`src/rtl/vfl_pkg.sv`:
```
package vfl_pkg;
    typedef enum logic {
        BUF_STEADY,
        BUF_PENDING
    } buf_state_e;

    typedef enum logic [1:0] {
        VID_OFF,
        VID_ARMED,
        VID_ON
    } vid_state_e;

    // Control byte write fields
    localparam int CTRL_W    = 4;
    localparam int CB_SEL    = 0;
    localparam int CB_FLUSH  = 1;
    localparam int CB_EN     = 2;
    localparam int CB_CLR_UR = 3;

    // Status byte fields
    localparam int ST_W    = 7;
    localparam int SB_ACT  = 0;
    localparam int SB_PEND = 1;
    localparam int SB_VON  = 2;
    localparam int SB_UR   = 3;
    localparam int SB_IRQ  = 4;
    localparam int SB_EN   = 5;
    localparam int SB_SEL  = 6;
endpackage

```
`src/rtl/vfl_cdc_edge.sv`:
```
module vfl_cdc_edge #(
    parameter int STAGES = 2,
    parameter bit TOGGLE = 1'b1
) (
    input  logic clk,
    input  logic rst_n,
    input  logic async_in,
    output logic pulse
);
    logic [STAGES-1:0] chain;
    logic              last;

    always_ff @(posedge clk or negedge rst_n) begin
        if (!rst_n) begin
            chain <= '0;
            last  <= 1'b0;
        end else begin
            chain <= {chain[STAGES-2:0], async_in};
            last  <= chain[STAGES-1];
        end
    end

    generate
        if (TOGGLE) begin : g_any_edge
            assign pulse = chain[STAGES-1] ^ last;
        end else begin : g_rise_edge
            assign pulse = chain[STAGES-1] & ~last;
        end
    endgenerate
endmodule

```
`src/rtl/vfl_addr_dec.sv`:
```
module vfl_addr_dec #(
    parameter int                 ADDR_W     = 16,
    parameter int                 BUF_LOG2   = 14,
    parameter logic [ADDR_W-1:0]  BUF_A_BASE = 'h4000,
    parameter logic [ADDR_W-1:0]  BUF_B_BASE = 'h8000,
    parameter logic [ADDR_W-1:0]  CSR_ADDR   = 'hFF00
) (
    input  logic [ADDR_W-1:0] addr,
    input  logic              active_sel,
    output logic              hit_active,
    output logic              hit_csr
);
    logic [1:0] in_buf;

    for (genvar g = 0; g < 2; g++) begin : g_win
        localparam logic [ADDR_W-1:0] BASE = (g == 0) ? BUF_A_BASE : BUF_B_BASE;
        assign in_buf[g] = (addr[ADDR_W-1:BUF_LOG2] == BASE[ADDR_W-1:BUF_LOG2]);
    end

    assign hit_active = active_sel ? in_buf[1] : in_buf[0];
    assign hit_csr    = (addr == CSR_ADDR);
endmodule

```
`src/rtl/vfl_ctrl.sv`:
```
module vfl_ctrl
    import vfl_pkg::*;
(
    input  logic              clk,
    input  logic              rst_n,
    input  logic              csr_wr,
    input  logic [CTRL_W-1:0] csr_wdata,
    input  logic              frame_pulse,
    input  logic              starve_pulse,
    input  logic              irq_lvl,
    output logic              active_sel,
    output logic              vid_on,
    output logic              flush,
    output logic [ST_W-1:0]   status
);
    buf_state_e buf_st, buf_nx;
    vid_state_e vid_st, vid_nx;
    logic       act_q, act_nx;
    logic       sel_q, en_q, ur_q, flush_q;
    logic       starve_hit;

    assign starve_hit = starve_pulse && (vid_st == VID_ON);

    // State register
    always_ff @(posedge clk or negedge rst_n) begin
        if (!rst_n) begin
            buf_st <= BUF_STEADY;
            vid_st <= VID_OFF;
            act_q  <= 1'b0;
        end else begin
            buf_st <= buf_nx;
            vid_st <= vid_nx;
            act_q  <= act_nx;
        end
    end

    // Next state
    always_comb begin
        buf_nx = buf_st;
        act_nx = act_q;
        unique case (buf_st)
            BUF_STEADY: begin
                if (sel_q != act_q) buf_nx = BUF_PENDING;          // select-differs
            end
            BUF_PENDING: begin
                if (sel_q == act_q) begin
                    buf_nx = BUF_STEADY;                           // cancel
                end else if (frame_pulse) begin
                    act_nx = ~act_q;                               // flip
                    buf_nx = BUF_STEADY;
                end
            end
        endcase

        vid_nx = vid_st;
        unique case (vid_st)
            VID_OFF:   if (en_q) vid_nx = VID_ARMED;               // arm
            VID_ARMED: begin
                if (!en_q)            vid_nx = VID_OFF;            // disarm
                else if (frame_pulse) vid_nx = VID_ON;             // start
            end
            VID_ON: begin
                if (starve_pulse) vid_nx = VID_OFF;                // starve
                else if (!en_q)   vid_nx = VID_OFF;                // stop
            end
            default:   vid_nx = VID_OFF;
        endcase
    end

    // Control register
    always_ff @(posedge clk or negedge rst_n) begin
        if (!rst_n) begin
            sel_q   <= 1'b0;
            en_q    <= 1'b0;
            ur_q    <= 1'b0;
            flush_q <= 1'b0;
        end else begin
            flush_q <= csr_wr && csr_wdata[CB_FLUSH];
            if (csr_wr) sel_q <= csr_wdata[CB_SEL];
            if (starve_hit)  en_q <= 1'b0;
            else if (csr_wr) en_q <= csr_wdata[CB_EN];
            if (starve_hit)                          ur_q <= 1'b1;
            else if (csr_wr && csr_wdata[CB_CLR_UR]) ur_q <= 1'b0;
        end
    end

    // Outputs
    always_comb begin
        active_sel      = act_q;
        vid_on          = (vid_st == VID_ON);
        flush           = flush_q;
        status          = '0;
        status[SB_ACT]  = act_q;
        status[SB_PEND] = (buf_st == BUF_PENDING);
        status[SB_VON]  = (vid_st == VID_ON);
        status[SB_UR]   = ur_q;
        status[SB_IRQ]  = irq_lvl;
        status[SB_EN]   = en_q;
        status[SB_SEL]  = sel_q;
    end

    // the active buffer only moves on a frame end
    a_r4_flip_needs_frame: assert property (@(posedge clk) disable iff (!rst_n)
        !frame_pulse |=> $stable(act_q));
    // video only turns on at a frame end
    a_r7_start_on_frame: assert property (@(posedge clk) disable iff (!rst_n)
        $rose(vid_on) |-> $past(frame_pulse));
    // starvation while on turns video off and latches underrun
    a_r8_starve_stops: assert property (@(posedge clk) disable iff (!rst_n)
        (starve_pulse && vid_on) |=> (!vid_on && ur_q && !en_q));
endmodule

```
`src/rtl/vfl_snoop_loader.sv`:
```
module vfl_snoop_loader
    import vfl_pkg::*;
#(
    parameter int                ADDR_W      = 16,
    parameter int                DATA_W      = 8,
    parameter int                BUF_LOG2    = 14,
    parameter logic [ADDR_W-1:0] BUF_A_BASE  = 'h4000,
    parameter logic [ADDR_W-1:0] BUF_B_BASE  = 'h8000,
    parameter logic [ADDR_W-1:0] CSR_ADDR    = 'hFF00,
    parameter int                SYNC_STAGES = 2
) (
    input  logic              clk,
    input  logic              rst_n,
    input  logic              bus_valid,
    input  logic              bus_we,
    input  logic [ADDR_W-1:0] bus_addr,
    input  logic [CTRL_W-1:0] ctrl_wdata,
    input  logic [DATA_W-1:0] bus_rdata,
    output logic [DATA_W-1:0] csr_rdata,
    output logic              fifo_push,
    output logic [DATA_W-1:0] fifo_wdata,
    output logic              fifo_flush,
    input  logic              fifo0_hf_n,
    input  logic              fifo1_hf_n,
    output logic              irq,
    input  logic              vid_frame_tog,
    input  logic              vid_starve,
    output logic              vid_enable
);
    logic              active_sel, hit_active, hit_csr;
    logic              frame_pulse, starve_pulse;
    logic              push_q, irq_q;
    logic [DATA_W-1:0] data_q;
    logic [ST_W-1:0]   status;
    logic              csr_wr, snoop;

    vfl_addr_dec #(
        .ADDR_W(ADDR_W), .BUF_LOG2(BUF_LOG2),
        .BUF_A_BASE(BUF_A_BASE), .BUF_B_BASE(BUF_B_BASE), .CSR_ADDR(CSR_ADDR)
    ) u_dec (
        .addr(bus_addr), .active_sel(active_sel),
        .hit_active(hit_active), .hit_csr(hit_csr)
    );

    vfl_cdc_edge #(.STAGES(SYNC_STAGES), .TOGGLE(1'b1)) u_frame_sync (
        .clk(clk), .rst_n(rst_n), .async_in(vid_frame_tog), .pulse(frame_pulse)
    );

    vfl_cdc_edge #(.STAGES(SYNC_STAGES), .TOGGLE(1'b0)) u_starve_sync (
        .clk(clk), .rst_n(rst_n), .async_in(vid_starve), .pulse(starve_pulse)
    );

    assign csr_wr = bus_valid && bus_we && hit_csr;
    assign snoop  = bus_valid && !bus_we && hit_active;

    vfl_ctrl u_ctrl (
        .clk(clk), .rst_n(rst_n), .csr_wr(csr_wr), .csr_wdata(ctrl_wdata),
        .frame_pulse(frame_pulse), .starve_pulse(starve_pulse), .irq_lvl(irq_q),
        .active_sel(active_sel), .vid_on(vid_enable), .flush(fifo_flush),
        .status(status)
    );

    always_ff @(posedge clk or negedge rst_n) begin
        if (!rst_n) begin
            push_q <= 1'b0;
            data_q <= '0;
            irq_q  <= 1'b0;
        end else begin
            push_q <= snoop;
            if (snoop) data_q <= bus_rdata;
            irq_q  <= fifo0_hf_n && fifo1_hf_n;
        end
    end

    assign fifo_push  = push_q;
    assign fifo_wdata = data_q;
    assign irq        = irq_q;
    assign csr_rdata  = DATA_W'(status);

    // a read of the active window is copied out next cycle
    a_r1_snoop_push: assert property (@(posedge clk) disable iff (!rst_n)
        (bus_valid && !bus_we && hit_active) |=> (fifo_push && fifo_wdata == $past(bus_rdata)));
    // writes never reach the FIFOs
    a_r2_write_no_push: assert property (@(posedge clk) disable iff (!rst_n)
        (bus_valid && bus_we) |=> !fifo_push);
    // interrupt follows the combined half-full flags
    a_r5_irq_set: assert property (@(posedge clk) disable iff (!rst_n)
        (fifo0_hf_n && fifo1_hf_n) |=> irq);
    a_r5_irq_clear: assert property (@(posedge clk) disable iff (!rst_n)
        (!fifo0_hf_n || !fifo1_hf_n) |=> !irq);
endmodule

```
`config.mk`:
```
export PLATFORM = sky130hd
export DESIGN_NAME = vfl_snoop_loader
export DESIGN_NICKNAME = d
export VERILOG_FILES = /design/src/rtl/vfl_pkg.sv /design/src/rtl/vfl_cdc_edge.sv /design/src/rtl/vfl_addr_dec.sv /design/src/rtl/vfl_ctrl.sv /design/src/rtl/vfl_snoop_loader.sv
export SDC_FILE = /design/constraint.sdc
export NUM_CORES = 1
export LEC_CHECK = 0
export ABC_CLOCK_PERIOD_IN_PS = 3200
export BUFFER_PORTS_ARGS = -buffer_cell sky130_fd_sc_hd__buf_2
export CORE_ASPECT_RATIO = 0.75
export CORE_MARGIN = 2
export CORE_UTILIZATION = 45
export DETAILED_ROUTE_END_ITERATION = 10
export GPL_TIMING_DRIVEN = 0
export PLACE_DENSITY = 0.81
export SYNTH_ARGS = -nofsm -noshare
export SYNTH_HDL_FRONTEND = slang
export SYNTH_SLANG_ARGS = --single-unit
```
`constraint.sdc`:
```
create_clock -name clk -period 3.2 [get_ports clk]
set_input_delay 0.64 -clock clk [delete_from_list [all_inputs] [get_ports clk]]
set_output_delay 0.64 -clock clk [all_outputs]
set_load 0.05 [all_outputs]
```
==> flow_summary.ini <==
[global_route]
grt_max_degree = 25
grt.total_usage_pct = 15.0
grt_pass1_vias = 746
antenna_found_initial = 0
grt-ovfl-total = 0
grt_pass1_wl_um = 2950

[yosys]
ys_async_sr_fraction_pct = 100
synth_area_leader_cell = dfrtp_1
ys_types = 27
synthCells = 75
synth_warnings = 0
synthTopCellsByArea = dfrtp_1, mux2_2, buf_4
synthMostInstantiatedCell = dfrtp_1
synthDominantCellAreaShare_pct = 60.3
ys_ff_latch = 24
seq_area_frac_synth_pct = 60.3
synth_common_cells = dfrtp_1, mux2_2, buf_4
synth_flop_cell = dfrtp_1
synth_edf_count = 0
synth_area_um2 = 996
syn-num-nets = 111
synth.avg_cell_area_um2 = 13.3

[floorplan]
row_count = 14
dieWidth_um = 58.3
io_pins = 56
dieHeight_um = 44.7
initial_core_util_pct = 48.6
coreArea_mm2 = 0.00205
die-area_mm2 = 0.00261

[drt]
routed_via_density = 4.69
ant_nets = 0
num_vias = 737
wl_per_cell_um = 11.7
drt_iter0_drc = 5
routed_wl_um = 1840
remaining_drc_errors = 0
drtPass1Iterations = 2

[critical_path]
worstRegToRegCells = 5
worstPathRequired_ps = 2560
slowest_delay_ps = 400
worstReg2RegStart = u_ctrl.active_sel
reg2reg_setup_slack_ps = 1640
path_cells = nor2b_1, buf_4, buf_2
endpoint_kind = output pin
regToRegEndpoint = fifo_wdata[3]
cp_slowest_cell = dfrtp_1
crit_type = reg -> out
crit_fanout = 4
cp.arrival_ps = 1340
crit_path_start_kind = flip-flop

[layout]
drive_above_1_share_pct = 62.4
fill_cells = 175
syn2layout_area_growth_pct = 33.8
diodes = 0
final_nets = 170
final_area_mm2 = 0.00133

[sta]
fin_crit_sh_pct = 61.9
relSlewSlack_pct = 66.4
tightest_slew_ps = 504
grt_setup_unrepaired = no
finalHoldViolations = 0
clock_skew_ps = 1.32
drv_slew = 0
finalSetupViolCount = 0
fin_crit_ps = 1980
clock.fmax_mhz = 505
finalSetupTns_ps = 0

[place]
hpwl_um = 1570
gp_congestion = 0.674
numPortBuffers = 54
post_dp_cell_area_mm2 = 0.00130

[min_path]
hp-class = in -> async

[cts]
cts_max_path_buffers = 2
cts.sinks = 24
cts_tree = built
cts_setup_buffers = 0
clock_latency_ps = 300
cts_root_buffer = clkbuf_4
clkTransAtPathRegs_ps = 120
cts.hold.buffers_added = 0
htreeDepth = 1
cts_resized = 0
cts_buffers = 3

[job]
cap_violations = 0

[power]
powerDensity_mw_per_mm2 = 585
power.leakage_nw = 0.748
irDropWorstVdd_uv = 468

[status]
status = completed
[area by class of cell]
type	count	area (µm²)	share of cell area [%]
sequential	24	601	45.1
multi-input combinational	40	323	24.2
timing repair buffer	54	270	20.3
buffer	9	65.1	4.88
clock buffer	4	36.3	2.72
tap	24	30.0	2.25
inverter	2	7.51	0.563
[routing by layer]
metal / vias to the layer above / GRT usage (%) / wire [µm]
li1: 363 / - / -
met1: 344 / 15.4 / 685
met2: 30 / 30.1 / 1010
met3: 0 / 5.73 / 151
met4: 0 / 1.40 / 0
met5: - / 0 / 0
[cells in the final DEF, fill, tap and decap left out, types with 2 or more instances in the layout]
master	n
buf_2	55
dfrtp_1	24
mux2_2	9
buf_4	8
nand2_1	4
and3_2	3
clkbuf_4	3
and3b_1	2
a21oi_1	2
and2_1	2
inv_1	2
o21ai_0	2
[stage by stage]
step / hold slack, ps / std cells / util (%) / setup slack (ps) / power [mW]
after floorplan: 331 / 75 / - / 1070 / 0.562
after global placement: 335 / 153 / 63.2 / 1250 / 0.629
after detailed placement: 335 / 153 / 63.2 / 1240 / 0.639
after CTS: 295 / 157 / 65.0 / 1190 / 0.793
after global routing: 298 / 157 / 65.0 / 1140 / 0.822
final: 287 / 157 / 65.0 / 1220 / 0.779
[registers in the layout, indices dropped and copies added, names as in the netlist]
signal	flops
fifo_push	1
u_starve_sync.last	1
u_frame_sync.last	1
u_ctrl.sel_q	1
irq	1
u_ctrl.en_q	1
u_ctrl.buf_st	1
u_starve_sync.chain	2
u_ctrl.ur_q	1
fifo_wdata	8
u_ctrl.active_sel	1
u_ctrl.flush	1
u_frame_sync.chain	2
u_ctrl.vid_st	2
[worst max-delay path: cells and delay by family, from the launching register on]
family	cells	cell delay (ps)
AND/OR/NAND/NOR	1	240
buffers and inverters	2	390
flip-flops	1	400
[power breakdown]
part	switching (mW)	leakage [nW]	internal, mW
combinational	0.178	0.431	0.0826
sequential	0.0244	0.296	0.344
clock	0.0806	0.0210	0.0694
[worst max path at each step]
stage	from	endpoint	slack (ps)	cells after the start
2_1_floorplan	u_ctrl.vid_st[0]	csr_rdata[2]	1070	2
5_1_grt	u_ctrl.vid_st[0]	csr_rdata[2]	1140	3
6_report	u_ctrl.vid_st[0]	csr_rdata[2]	1220	3
3_3_place_gp	bus_addr[2]	u_ctrl.sel_q	1250	5
3_5_place_dp	bus_addr[2]	u_ctrl.sel_q	1240	5
4_1_cts	u_ctrl.vid_st[0]	csr_rdata[2]	1190	3
[cells by family after synthesis]
| group | Yosys count | share of synthesized area (%) |
|---|---|---|
| AO/OA/AOI/OAI | 5 | 2.51 |
| XOR/XNOR | 2 | 1.76 |
| buffers and inverters | 11 | 7.29 |
| flip-flops | 24 | 60.3 |
| multiplexers | 11 | 12.7 |
| other | 1 | 0.377 |
| AND/OR/NAND/NOR | 21 | 15.1 |
Note: power is estimated with default switching activity, not from simulation.
